--- src/rtl/selfcheck_cell_pkg.sv ---
`timescale 1ns/1ps
package selfcheck_cell_pkg;

  localparam int OPC_W        = 4;
  localparam int NUM_OPERANDS = 4;
  localparam int NUM_COPIES   = 3;

  typedef enum logic [OPC_W-1:0] {
    OP_AND = 4'd0,
    OP_OR  = 4'd1,
    OP_NOT = 4'd2,
    OP_ADD = 4'd3,
    OP_SUB = 4'd4,
    OP_MUL = 4'd5,
    OP_CMP = 4'd6,
    OP_SEL = 4'd7,
    OP_DLY = 4'd8
  } cellOp_e;

  typedef struct packed {
    logic loadOps;
    logic capture;
  } cellStrobe_t;

endpackage

--- src/rtl/tmr_operand_reg.sv ---
`timescale 1ns/1ps
module tmr_operand_reg #(
  parameter int W = 16
) (
  input  logic         clk,
  input  logic         rst_n,
  input  logic         load,
  input  logic [W-1:0] dIn,
  input  logic         injHit,
  input  logic [1:0]   injCopy,
  input  logic [W-1:0] injMask,
  output logic [W-1:0] voted
);
  import selfcheck_cell_pkg::*;

  logic [W-1:0] copyQ [NUM_COPIES];
  logic [W-1:0] base;

  assign voted = (copyQ[0] & copyQ[1]) | (copyQ[0] & copyQ[2]) | (copyQ[1] & copyQ[2]);
  assign base  = load ? dIn : voted;

  for (genvar i = 0; i < NUM_COPIES; i++) begin : gCopy
    logic hit;
    assign hit = injHit && (injCopy == 2'(i));
    always_ff @(posedge clk) begin
      if (!rst_n) copyQ[i] <= '0;
      else        copyQ[i] <= base ^ (hit ? injMask : '0);
    end
  end

  AST_SCRUB_ALIGNS: assert property (@(posedge clk) disable iff (!rst_n)
    !injHit |=> (copyQ[0] == copyQ[1]) && (copyQ[1] == copyQ[2]));

  AST_LOAD_TAKES: assert property (@(posedge clk) disable iff (!rst_n)
    (load && !injHit) |=> (voted == $past(dIn)));

endmodule

--- src/rtl/func_unit.sv ---
`timescale 1ns/1ps
module func_unit #(
  parameter int W = 16
) (
  input  logic                                   clk,
  input  logic                                   rst_n,
  input  logic                                   capture,
  input  logic [selfcheck_cell_pkg::OPC_W-1:0]   opcode,
  input  logic [W-1:0]                           a,
  input  logic [W-1:0]                           b,
  input  logic [W-1:0]                           c,
  input  logic [W-1:0]                           d,
  input  logic                                   stuck,
  output logic [W-1:0]                           res
);
  import selfcheck_cell_pkg::*;

  logic [W-1:0] dlyQ;
  logic [W-1:0] raw;
  logic [W-1:0] prod;
  logic         unusedDHigh;

  assign unusedDHigh = ^d[W-1:1];
  assign prod = a * b;

  always_ff @(posedge clk) begin
    if (!rst_n)       dlyQ <= '0;
    else if (capture) dlyQ <= a;
  end

  always_comb begin
    case (opcode)
      OP_AND:  raw = a & b;
      OP_OR:   raw = a | b;
      OP_NOT:  raw = ~a;
      OP_ADD:  raw = a + b;
      OP_SUB:  raw = a - b;
      OP_MUL:  raw = prod;
      OP_CMP:  raw = {{(W-1){1'b0}}, ($signed(a) > $signed(b))};
      OP_SEL:  raw = d[0] ? c : b;
      OP_DLY:  raw = dlyQ;
      default: raw = '0;
    endcase
  end

  assign res = raw ^ {{(W-1){1'b0}}, stuck};

  AST_DELAY_TRACKS: assert property (@(posedge clk) disable iff (!rst_n)
    capture |=> (dlyQ == $past(a)));

endmodule

--- src/rtl/cell_datapath.sv ---
`timescale 1ns/1ps
module cell_datapath #(
  parameter int DATA_W = 16
) (
  input  logic                                          clk,
  input  logic                                          rst_n,
  input  selfcheck_cell_pkg::cellStrobe_t               strobe,
  input  logic [selfcheck_cell_pkg::NUM_OPERANDS*DATA_W-1:0] opsFlat,
  input  logic [selfcheck_cell_pkg::OPC_W-1:0]          opcodeIn,
  input  logic                                          injEn,
  input  logic [1:0]                                    injOperand,
  input  logic [1:0]                                    injCopy,
  input  logic [DATA_W-1:0]                             injMask,
  input  logic                                          injStuck,
  output logic [DATA_W-1:0]                             resultQ,
  output logic                                          mismatch
);
  import selfcheck_cell_pkg::*;

  localparam int NUM_UNITS = 2;

  logic [DATA_W-1:0] opV     [NUM_OPERANDS];
  logic [DATA_W-1:0] unitRes [NUM_UNITS];
  logic [OPC_W-1:0]  opcodeQ;

  always_ff @(posedge clk) begin
    if (!rst_n)              opcodeQ <= '0;
    else if (strobe.loadOps) opcodeQ <= opcodeIn;
  end

  for (genvar g = 0; g < NUM_OPERANDS; g++) begin : gOperand
    logic hit;
    assign hit = injEn && (injOperand == 2'(g));
    tmr_operand_reg #(.W(DATA_W)) uReg (
      .clk     (clk),
      .rst_n   (rst_n),
      .load    (strobe.loadOps),
      .dIn     (opsFlat[g*DATA_W +: DATA_W]),
      .injHit  (hit),
      .injCopy (injCopy),
      .injMask (injMask),
      .voted   (opV[g])
    );
  end

  for (genvar u = 0; u < NUM_UNITS; u++) begin : gUnit
    logic stuckHere;
    assign stuckHere = (u == NUM_UNITS-1) ? injStuck : 1'b0;
    func_unit #(.W(DATA_W)) uFu (
      .clk     (clk),
      .rst_n   (rst_n),
      .capture (strobe.capture),
      .opcode  (opcodeQ),
      .a       (opV[0]),
      .b       (opV[1]),
      .c       (opV[2]),
      .d       (opV[3]),
      .stuck   (stuckHere),
      .res     (unitRes[u])
    );
  end

  assign mismatch = (unitRes[0] != unitRes[1]);

  always_ff @(posedge clk) begin
    if (!rst_n)              resultQ <= '0;
    else if (strobe.capture) resultQ <= unitRes[0];
  end

  AST_UNUSED_ZERO: assert property (@(posedge clk) disable iff (!rst_n)
    (strobe.capture && (opcodeQ > OPC_W'(OP_DLY))) |=> (resultQ == '0));

  AST_RESULT_HOLDS: assert property (@(posedge clk) disable iff (!rst_n)
    !strobe.capture |=> $stable(resultQ));

endmodule

--- src/rtl/cell_control.sv ---
`timescale 1ns/1ps
module cell_control (
  input  logic                           clk,
  input  logic                           rst_n,
  input  logic                           inValid,
  input  logic                           mismatch,
  output selfcheck_cell_pkg::cellStrobe_t strobe,
  output logic                           resultValid,
  output logic                           permFault
);
  logic loadedQ;

  always_ff @(posedge clk) begin
    if (!rst_n) begin
      loadedQ     <= 1'b0;
      resultValid <= 1'b0;
      permFault   <= 1'b0;
    end else begin
      if (inValid) loadedQ <= 1'b1;
      resultValid <= loadedQ;
      if (mismatch) permFault <= 1'b1;
    end
  end

  assign strobe.loadOps = inValid;
  assign strobe.capture = loadedQ;

  AST_VALID_STAYS: assert property (@(posedge clk) disable iff (!rst_n)
    resultValid |=> resultValid);

  AST_FAULT_SETS: assert property (@(posedge clk) disable iff (!rst_n)
    mismatch |=> permFault);

  AST_FAULT_STICKY: assert property (@(posedge clk) disable iff (!rst_n)
    permFault |=> permFault);

endmodule

--- src/rtl/selfcheck_cell.sv ---
`timescale 1ns/1ps
module selfcheck_cell #(
  parameter int DATA_W = 16,
  parameter int CFG_W  = 66
) (
  input  logic              clk,
  input  logic              rst_n,
  input  logic              inValid,
  input  logic [DATA_W-1:0] opA,
  input  logic [DATA_W-1:0] opB,
  input  logic [DATA_W-1:0] opC,
  input  logic [DATA_W-1:0] opD,
  input  logic [CFG_W-1:0]  cfgCode,
  input  logic              injEn,
  input  logic [1:0]        injOperand,
  input  logic [1:0]        injCopy,
  input  logic [DATA_W-1:0] injMask,
  input  logic              injStuck,
  output logic [DATA_W-1:0] result,
  output logic              resultValid,
  output logic              permFault
);
  import selfcheck_cell_pkg::*;

  cellStrobe_t strobe;
  logic        mismatch;
  logic        unusedCfgBits;

  assign unusedCfgBits = ^cfgCode[CFG_W-1:OPC_W];

  cell_control uCtl (
    .clk         (clk),
    .rst_n       (rst_n),
    .inValid     (inValid),
    .mismatch    (mismatch),
    .strobe      (strobe),
    .resultValid (resultValid),
    .permFault   (permFault)
  );

  cell_datapath #(.DATA_W(DATA_W)) uDp (
    .clk        (clk),
    .rst_n      (rst_n),
    .strobe     (strobe),
    .opsFlat    ({opD, opC, opB, opA}),
    .opcodeIn   (cfgCode[OPC_W-1:0]),
    .injEn      (injEn),
    .injOperand (injOperand),
    .injCopy    (injCopy),
    .injMask    (injMask),
    .injStuck   (injStuck),
    .resultQ    (result),
    .mismatch   (mismatch)
  );

endmodule

--- config.mk ---
export PLATFORM = sky130hd
export DESIGN_NAME = selfcheck_cell
export DESIGN_NICKNAME = d
export VERILOG_FILES = /design/src/rtl/selfcheck_cell_pkg.sv /design/src/rtl/tmr_operand_reg.sv /design/src/rtl/func_unit.sv /design/src/rtl/cell_datapath.sv /design/src/rtl/cell_control.sv /design/src/rtl/selfcheck_cell.sv
export SDC_FILE = /design/constraint.sdc
export NUM_CORES = 1
export LEC_CHECK = 0
export BUFFER_PORTS_ARGS = -buffer_cell sky130_fd_sc_hd__buf_2
export CORE_AREA = 2 2 196 198
export DETAILED_ROUTE_END_ITERATION = 10
export DIE_AREA = 0 0 198 200
export PLACE_DENSITY_LB_ADDON = 0.05
export SETUP_SLACK_MARGIN = 0.3
export SYNTH_ARGS = -nofsm -noshare
export SYNTH_HDL_FRONTEND = slang
export SYNTH_SLANG_ARGS = --single-unit
--- constraint.sdc ---
create_clock -name clk -period 7.5 [get_ports clk]
set_clock_uncertainty 0.2 [all_clocks]
set_input_delay 0.75 -clock clk [delete_from_list [all_inputs] [get_ports clk]]
set_output_delay 0.75 -clock clk [all_outputs]
set_load 0.02 [all_outputs]
== After elaboration in Yosys (flattened, before gate mapping) ==
Memory sizes are Yosys's and may differ from the RTL's.
Cells that the tools add are included.

* Bits in registers: 39
* Memory bits (writable): 192
* Input bits: 155
* Output and inout bits: 18
* Memories kept: 4

* $add $sub $neg: 2
* $mul: 1
* Magnitude comparators: 1
* Equal/unequal tests: 14
* Multiplexer cells: 32
* Bitwise operators: 48
* Reduce and logical (&&, ||, !) cells: 19

{| class="wikitable"
|+ Memories
! name !! words !! bits a word !! read ports !! clocked after memory_dff !! write ports !! RTL line !! text
|-
| uDp.gOperand[0].uReg.copyQ || 3 || 16 || 3 || 0 || 3 || tmr_operand_reg.sv:16 || <nowiki>logic [W-1:0] copyQ [NUM_COPIES];</nowiki>
|-
| uDp.gOperand[1].uReg.copyQ || 3 || 16 || 3 || 0 || 3 || tmr_operand_reg.sv:16 ||
|-
| uDp.gOperand[2].uReg.copyQ || 3 || 16 || 3 || 0 || 3 || tmr_operand_reg.sv:16 ||
|-
| uDp.gOperand[3].uReg.copyQ || 3 || 16 || 3 || 0 || 3 || tmr_operand_reg.sv:16 ||
|}

{| class="wikitable"
|+ Operator list
! kind !! count
|-
| two-way mux 16 bit || 29
|-
| bitwise AND 16 bit || 13
|-
| XOR 16 bit || 12
|-
| bitwise OR 16 bit || 9
|-
| case mux 16 bit (9 select lines) || 1
|-
| adder 16 bit || 1
|-
| == test 4 x 3 -> 1 bit (second input constant) || 4
|-
| > comparator 16 bit || 1
|-
| logical AND 1 bit || 16
|-
| multiplier 16 x 16 -> 16 bit || 1
|-
| inequality test 16 bit || 1
|-
| inverter 16 bit || 1
|-
| subtractor 16 bit || 1
|-
| XOR 16 x 1 -> 16 bit || 1
|-
| bitwise OR 1 bit || 12
|-
| == test 4 x 2 -> 1 bit (second input constant) || 2
|-
| == test 2 bit (second input constant) || 3
|-
| == test 2 x 1 -> 1 bit (second input constant) || 2
|-
| == test 4 x 1 -> 1 bit (second input constant) || 1
|-
| == test 4 bit (second input constant) || 1
|-
| zero test 2 bit || 2
|-
| zero test 4 bit || 1
|-
| two-way mux 1 bit || 2
|}

== Logic depth before layout (Yosys ltp) ==
Gate-level depths: netlist (run 1).
An unclocked memory read counts as a cell.

* Depth after elaboration: 8
* Mapped depth: 26
* Gate-level depth less buffers: 25

== By module ==
Synthesis (run 1) repeated with hierarchy kept, for this count alone.

* Cells, all modules: 2933
* Area, all modules: 26853.3 um^2

{| class="wikitable"
|+ By module, submodules not included
! module !! instances !! cells an instance !! area each (um^2)
|-
| tmr_operand_reg || 4 || 250 || 2877.8
|-
| func_unit (uDp.gUnit[0].uFu) || 1 || 910 || 7185.6
|-
| func_unit (uDp.gUnit[1].uFu) || 1 || 923 || 7085.5
|-
| cell_datapath || 1 || 92 || 974.7
|-
| cell_control || 1 || 8 || 96.3
|}

== Worst setup path after synthesis (run 1) ==
Ideal clock, no wire load.

* Kind: reg2reg
* From: memory uDp.gOperand[1].uReg.copyQ[2][4]
* To: register uDp.resultQ[14]
* Arrival time: 5694 ps
* Data required time: 7178 ps
* Slack: 1484 ps
* Cell stages (with the launch flop): 22
* Path buffers: 1
* Period minus slack after synthesis: 6016 ps
* Cell sequence: dfxtp_1 maj3_1 inv_1 clkbuf_1 nor2_1 fa_1 inv_1 fa_1 fa_1 fa_1 inv_1 fa_1 inv_1 fa_1 inv_1 ha_1 and3_1 a211oi_1 a21oi_1 xor2_1 a221oi_1 o2bb2ai_1

{| class="wikitable"
|+ RTL lines
! item !! RTL line !! text
|-
| start: declaration || tmr_operand_reg.sv:16 ||
|-
| end signal: assignment || cell_datapath.sv:67 || <nowiki>else if (strobe.capture) resultQ <= unitRes[0];</nowiki>
|-
| end: declaration || cell_datapath.sv:15 || <nowiki>output logic [DATA_W-1:0] resultQ,</nowiki>
|}

==> run summary, run 1 <==
N_diodes: 0
Remaining Overflow, GRT: 0
CTS tree: built
FF+latch area: 3720 µm²
DR WL/cell: 20.0 µm
Critical Path RT: 7.67 ns
Critical path type: reg2reg
EDFF count, synth: 0
Pwr dens: 149 nW/µm²
Min Tclk post-route: 6.53 ns
Synth Register Bits: 186
Final setup viols: 0
Max-slew headroom: 24.5%
Worst Path Arrival: 6.71 ns
Placer's final routability congestion estimate: 0.901
Peak supply drop: 0.120 mV
Die Span Y: 200 µm
# H-tree levels: 4
FFs w/ async S/R, synth: 0%
Commonest non-fill, non-tap cell in the layout: dfxtp_1
Crit-path max FO: 9
Crit Reg-Reg Startpoint: uDp.gOperand[1].uReg.copyQ[2][6]
Area occupied by multi-input gates: 10200 µm²
Avg Inst Size Synth: 8.30 µm²
Post-CTS Resized: 0
Share of post-route cells with drive strength above 1: 10.7%
Max Slew Vio Count: 0
Worst-case reg-to-reg path depth: 20
Cts hold-fix bufs: 0
Starting Density: 39.7%
Core box area: 37400 µm²
Root Driver: clkbuf_16
Hold WS: 0.272 ns
# IOs: 173
Hold/Removal Path Class: reg2reg
Synth warnings: 0
MaxCap Viol Count: 0
Slew at the pin closest to its max-slew limit: 1.13 ns
FF-to-FF End: uDp.resultQ[14]
NumNets Final: 2178
Clk sinks: 186
Final ANT Viol Nets: 0
CP peak stage delay: 0.54 ns
Period utilization: 87.1%
Distinct cell type count after synthesis: 73
Post-DP HPWL: 35.3 mm
Setup tns final: 0 ns
IO Port Bufs: 95
RSZ-0062 raised after global routing: false
Highest-count cells in the layout ignoring fill and taps: dfxtp_1, a21oi_1, inv_1
Fill cell count: 3810
Critical Path End Type: flip-flop
Setup slack on the worst flop-to-flop path: 0.97 ns
Worst path slowest cell: fa_1
Clk_lat worst skew: 0.44 ns
Largest net degree at the start of global routing: 101
Hold depth: 1
Final Hold Fails: 0
DR vias: 12700
First-pass GRT wire length: 73.6 mm
CP cell instances: maj3_1 > clkinv_1 > nor2_1 > fa_1 > inv_1 > fa_1 > fa_1 > fa_1 > inv_1 > fa_1 > inv_1 > fa_1 > inv_1 > ha_1 > and3_1 > a211oi_1 > a21oi_1 > xor2_1 > a221oi_1 > o2bb2ai_1
DRT Pass-1 Iters: 5
Area of the die: 39600 µm²
Most common cell on crit path: fa_1
CTS clock-pin slew for the worst setup and hold paths: 0.07 ns
Post-CTS setup buffers: 0
Hold Path End: uCtl.permFault
CP startpoint kind: flip-flop
Initial antenna violation count: 1
Status: finished clean
Fmax: 153 MHz
Num rows: 71
Synth Instances: 1791
Post-Synthesis Net Count: 2125
All-layer global routing usage: 24.6%
Synth Flop Type: dfxtp_1
Area growth, synth to finish: 11.3%
DIE WIDTH: 198 µm
Syn Std Cell Area: 14900 µm²
Starting DRT DRC Count: 813
Hold path start: uCtl.permFault
# DRC: 0
Routed vias/inst: 5.36
Clock Path Buffers: 2
Overall routed net length: 47.4 mm
Leak pwr: 7.36 nW
Post-synthesis sequential area ratio: 25.1%
Vias in the first global route: 12500
CTS Buf Count: 17
kinds of logic after synthesis:
logic type | Yosys count | share of synthesized area, %
simple gates | 526 | 17.2
compound gates | 451 | 20.1
buf+inv | 263 | 6.64
fa+ha+maj | 217 | 21.7
flops | 186 | 25.1
xor+xnor | 94 | 5.63
mux | 54 | 3.64
synth_stat cells, drive strengths merged (3+ instances only):
cell type,count,area share [%]
a31oi,6,0.25
inv,160,4.0
nor3,13,0.44
mux2i,54,3.6
a21oi,171,5.8
o21a,104,5.3
o211ai,7,0.39
clkbuf,90,2.3
o2bb2ai,4,0.24
o31ai,4,0.29
a221o,10,0.67
maj3,38,2.6
o221ai,6,0.40
nand3,10,0.34
or3,5,0.21
a22oi,3,0.15
o21bai,8,0.51
dfxtp,186,25
nor4,5,0.21
nand2b,6,0.25
o21ai,50,1.8
nand2,143,3.6
ha,98,8.3
or2,3,0.13
nor2b,34,1.4
xor2,55,3.2
nor2,143,3.6
a221oi,10,0.59
o22ai,9,0.38
xnor2,38,2.2
o311ai,3,0.18
and2,54,2.3
a211oi,15,0.79
and3,103,4.3
a21o,18,0.91
a21boi,3,0.18
clkinv,5,0.13
fa,81,11
buf,8,0.20
power breakdown:
part           internal (mW)  switching (mW)  total [mW]
clock network          0.526           0.414       0.940
logic                  0.170           0.291       0.461
registers               1.04          0.0193        1.06
flip-flops by register name, summed over array words and instances, names as in the netlist:
register                 cells
uDp.gOperand.uReg.copyQ    147
uDp.gUnit.uFu.dlyQ          16
uDp.resultQ                 16
uDp.opcodeQ                  4
uCtl.loadedQ                 1
uCtl.permFault               1
uCtl.resultValid             1
cell type report:
class	instances	area share [%]
flip-flops and latches	186	22.5
repair buffers	132	4.59
well taps	511	3.87
inverters	165	3.75
multi-input cells	1342	61.6
clock inverters	10	0.794
clock buffers	22	2.87
critical path: cells and delay by family (launching register included):
family,cells,cell delay (ns)
simple gates,2,0.43
xor+xnor,1,0.35
fa+ha+maj,8,3.65
buf+inv,5,0.65
flops,1,0.31
compound gates,4,0.87
through the flow:
step                setup WS [ns]  total power [mW]  cells  util [%]  area (µm²)
floorplan                    1.48              1.38   1791         -       14900
global placement             1.02              1.53   2336      42.6       15900
detailed placement          0.955              1.54   2336      42.6       15900
CTS                         0.937              2.48   2368      44.2       16500
global route                0.681              2.57   2368      44.2       16500
finish                      0.967              2.46   2368      44.2       16500
worst max-delay path by stage:
stage,endpoint,slack [ns],startpoint,depth (start not counted)
2_1_floorplan,uDp.resultQ[14],1.48,uDp.gOperand[1].uReg.copyQ[2][4],21
3_3_place_gp,uDp.resultQ[14],1.02,uDp.gOperand[1].uReg.copyQ[2][6],20
3_5_place_dp,uDp.resultQ[14],0.96,uDp.gOperand[1].uReg.copyQ[2][6],20
4_1_cts,uDp.resultQ[14],0.94,uDp.gOperand[1].uReg.copyQ[2][6],20
5_1_grt,uDp.resultQ[14],0.68,uDp.gOperand[1].uReg.copyQ[2][6],20
6_report,uDp.resultQ[14],0.97,uDp.gOperand[1].uReg.copyQ[2][6],20
metal layers:
| metal | global-route usage [%] | vias up | wire, µm |
|---|---|---|---|
| li1 | - | 6174 | - |
| met1 | 34.3 | 6072 | 22500 |
| met2 | 39.1 | 356 | 21100 |
| met3 | 3.38 | 77 | 2350 |
| met4 | 8.38 | 2 | 1370 |
| met5 | 0 | - | 13 |
No activity file was read; power rests on OpenSTA's default activity.
==> run 2, diff against run 1 <==
--- a/config.mk
+++ b/config.mk
@@ -5,12 +5,15 @@
 export SDC_FILE = /design/constraint.sdc
 export NUM_CORES = 1
 export LEC_CHECK = 0
+export ABC_AREA = 1
 export BUFFER_PORTS_ARGS = -buffer_cell sky130_fd_sc_hd__buf_2
-export CORE_AREA = 2 2 196 198
+export CORE_AREA = 2 2 198 200
 export DETAILED_ROUTE_END_ITERATION = 10
-export DIE_AREA = 0 0 198 200
+export DIE_AREA = 0 0 200 202
+export GPL_TIMING_DRIVEN = 0
 export PLACE_DENSITY_LB_ADDON = 0.05
 export SETUP_SLACK_MARGIN = 0.3
+export SLEW_MARGIN = 20
 export SYNTH_ARGS = -nofsm -noshare
 export SYNTH_HDL_FRONTEND = slang
 export SYNTH_SLANG_ARGS = --single-unit
==> run summary, run 2 <==
Min Tclk post-route: 7.02 ns
Slew at the pin closest to its max-slew limit: 0.932 ns
Synth Flop Type: dfxtp_1
Post-synthesis sequential area ratio: 24.5%
Max Slew Vio Count: 0
Syn Std Cell Area: 15200 µm²
Synth Register Bits: 186
Final setup viols: 0
Fill cell count: 4098
NumNets Final: 2658
Worst path slowest cell: clkinv_1
# DRC: 0
Top post-synthesis cells by area: dfxtp_1, fa_1, nand2_1
Cell with the most instances after synthesis: nand2_1
Critical Path End Type: flip-flop
Setup tns final: 0 ns
Crit-path max FO: 10
Critical path type: reg2reg
Critical Path RT: 7.62 ns
First-pass GRT wire length: 91.2 mm
RSZ-0062 raised after global routing: false
Routed vias/inst: 5.44
Hold WS: 0.263 ns
DIE WIDTH: 200 µm
Area of the die: 40400 µm²
Distinct cell type count after synthesis: 58
Core box area: 38300 µm²
Final Hold Fails: 0
Yosys top cell area share: 24.5%
Post-DP HPWL: 48.3 mm
Combinational cell fraction of total power: 20.2%
Cts hold-fix bufs: 0
Starting DRT DRC Count: 1583
Final ANT Viol Nets: 0
Leak pwr: 7.62 nW
Status: finished clean
Top cell family by delay on the critical path: adder cells
CTS tree: built
Post-Synthesis Net Count: 2545
DR WL/cell: 21.5 µm
Starting Density: 39.6%
Die Span Y: 202 µm
Pint: 1.70 mW
Largest regs: uDp.gOperand.uReg.copyQ: 147 flops, uDp.gUnit.uFu.dlyQ: 16 flops, uDp.resultQ: 16 flops
Highest-count cells in the layout ignoring fill and taps: nand2_1, inv_1, o21ai_0, a21oi_1, nor2_1
FFs w/ async S/R, synth: 0%
Sw Pwr: 837 µW
Crit path buf inv count: 5
Sequential power share: 42.0%
Peak supply drop: 0.178 mV
Num rows: 72
Period utilization: 93.7%
# H-tree levels: 4
Placer's final routability congestion estimate: 0.927
CP startpoint kind: flip-flop
# IOs: 173
Most common cell on crit path: fa_1
All-layer global routing usage: 31.0%
Root Driver: clkbuf_16
Hold/Removal Path Class: reg2reg
CTS Buf Count: 17
Share of post-route cells with drive strength above 1: 10.3%
Clock Path Buffers: 2
Post-synth top cells: nand2_1, inv_1, o21ai_0
Pwr dens: 150 nW/µm²
Fmax: 142 MHz
Commonest non-fill, non-tap cell in the layout: nand2_1
Synth area leader: dfxtp_1
Switch share: 33.0%
Clk_lat worst skew: 0.46 ns
Clk sinks: 186
Vias in the first global route: 14800
Avg Inst Size Synth: 6.86 µm²
Max reg flops: 147
N_diodes: 0
Largest net degree at the start of global routing: 18
CP peak stage delay: 0.64 ns
DRT Pass-1 Iters: 6
MaxCap Viol Count: 0
Pwr Total: 2.54 mW
Synth warnings: 0
Biggest register: uDp.gOperand.uReg.copyQ
Post-CTS setup buffers: 0
DR vias: 15500
EDFF count, synth: 0
Remaining Overflow, GRT: 0
Synth Instances: 2211
IO Port Bufs: 94
Final core occ: 44.2%
Area growth, synth to finish: 11.5%
Initial antenna violation count: 0
CTS clock-pin slew for the worst setup and hold paths: 0.07 ns
CP cell instances: nand2_1 > a21oi_4 > clkinv_1 > nor2_1 > fa_1 > inv_1 > fa_1 > inv_1 > ha_1 > fa_1 > fa_1 > inv_1 > fa_1 > inv_1 > ha_1 > a21oi_1 > o21ai_0 > a21o_1 > o21ai_0 > o2111ai_1 > a21oi_1 > o21ai_1 > nand2_1 > a21oi_2
Power share of the clock group: 37.8%
Overall routed net length: 61.5 mm
Setup slack on the worst flop-to-flop path: 0.48 ns
Max-slew headroom: 37.9%
Worst Path Arrival: 7.14 ns
## run 2: final cells by class
| cell class | count | area (µm²) | share of cell area, % |
|---|---|---|---|
| clock inverters | 13 | 158 | 0.931 |
| multi-input cells | 1625 | 9920 | 58.6 |
| plain buffers | 67 | 299 | 1.77 |
| clock buffers | 19 | 453 | 2.68 |
| well taps | 518 | 648 | 3.83 |
| flip-flops and latches | 186 | 3720 | 22.0 |
| repair buffers | 94 | 470 | 2.78 |
| inverters | 333 | 1260 | 7.45 |
## run 2: stage by stage
step | worst slack (ns) | cell area [µm²] | cells
6_report | 0.476 | 16900 | 2855
5_1_grt | 0.324 | 16900 | 2855
4_1_cts | 0.407 | 16900 | 2855
3_5_place_dp | 0.144 | 16300 | 2823
3_3_place_gp | 0.0627 | 16300 | 2823
2_1_floorplan | 2.01 | 15200 | 2211
## run 2: cell families after synthesis
logic type      Yosys count  synth area share (%)
fa+ha+maj               192                  19.6
simple gates            812                  22.9
buf+inv                 400                  10.2
xor+xnor                  6                 0.346
flops                   186                  24.5
compound gates          615                  22.4
## run 2: metal layers
metal | wire length (µm) | vias to the layer above | track usage, %
li1 | - | 7432 | -
met1 | 26700 | 7392 | 40.3
met5 | 0 | - | 0
met4 | 2540 | 0 | 12.5
met2 | 28700 | 597 | 52.0
met3 | 3580 | 110 | 3.69
## run 2: worst paths after layout
kind,cells after the start,to,start
max,24,uDp.resultQ[10],uDp.gOperand[1].uReg.copyQ[2][3]
min,2,uDp.resultQ[2],uDp.resultQ[2]
max reg2reg,24,uDp.resultQ[10],uDp.gOperand[1].uReg.copyQ[2][3]
min reg2reg,2,uDp.resultQ[2],uDp.resultQ[2]
## run 2: timing repair
item | in CTS | in global routing
endpoints found under the setup margin | 3 | 6
endpoints found under the hold margin | 0 | 0
gates resized for setup | 1 | 7
## run 2: worst reg2reg max path, stage by stage (launching register included)
cell and delay (ns):
dfxtp_1 0.33, nand2_1 0.09, a21oi_4 0.34, clkinv_1 0.64, nor2_1 0.34, fa_1 0.45
inv_1 0.09, fa_1 0.39, inv_1 0.07, ha_1 0.16, fa_1 0.44, fa_1 0.54
inv_1 0.06, fa_1 0.47, inv_1 0.04, ha_1 0.33, a21oi_1 0.14, o21ai_0 0.14
a21o_1 0.21, o21ai_0 0.55, o2111ai_1 0.33, a21oi_1 0.25, o21ai_1 0.13, nand2_1 0.10
a21oi_2 0.05
## run 2: power groups by stage
stage                     sequential (mW)  combinational (mW)  clock [mW]
after global routing                 1.07               0.556        1.01
final                                1.07               0.512       0.959
after detailed placement             1.09               0.499           0
after floorplan                      1.09               0.304           0
after global placement               1.09               0.496           0
after CTS                            1.07               0.501       0.967
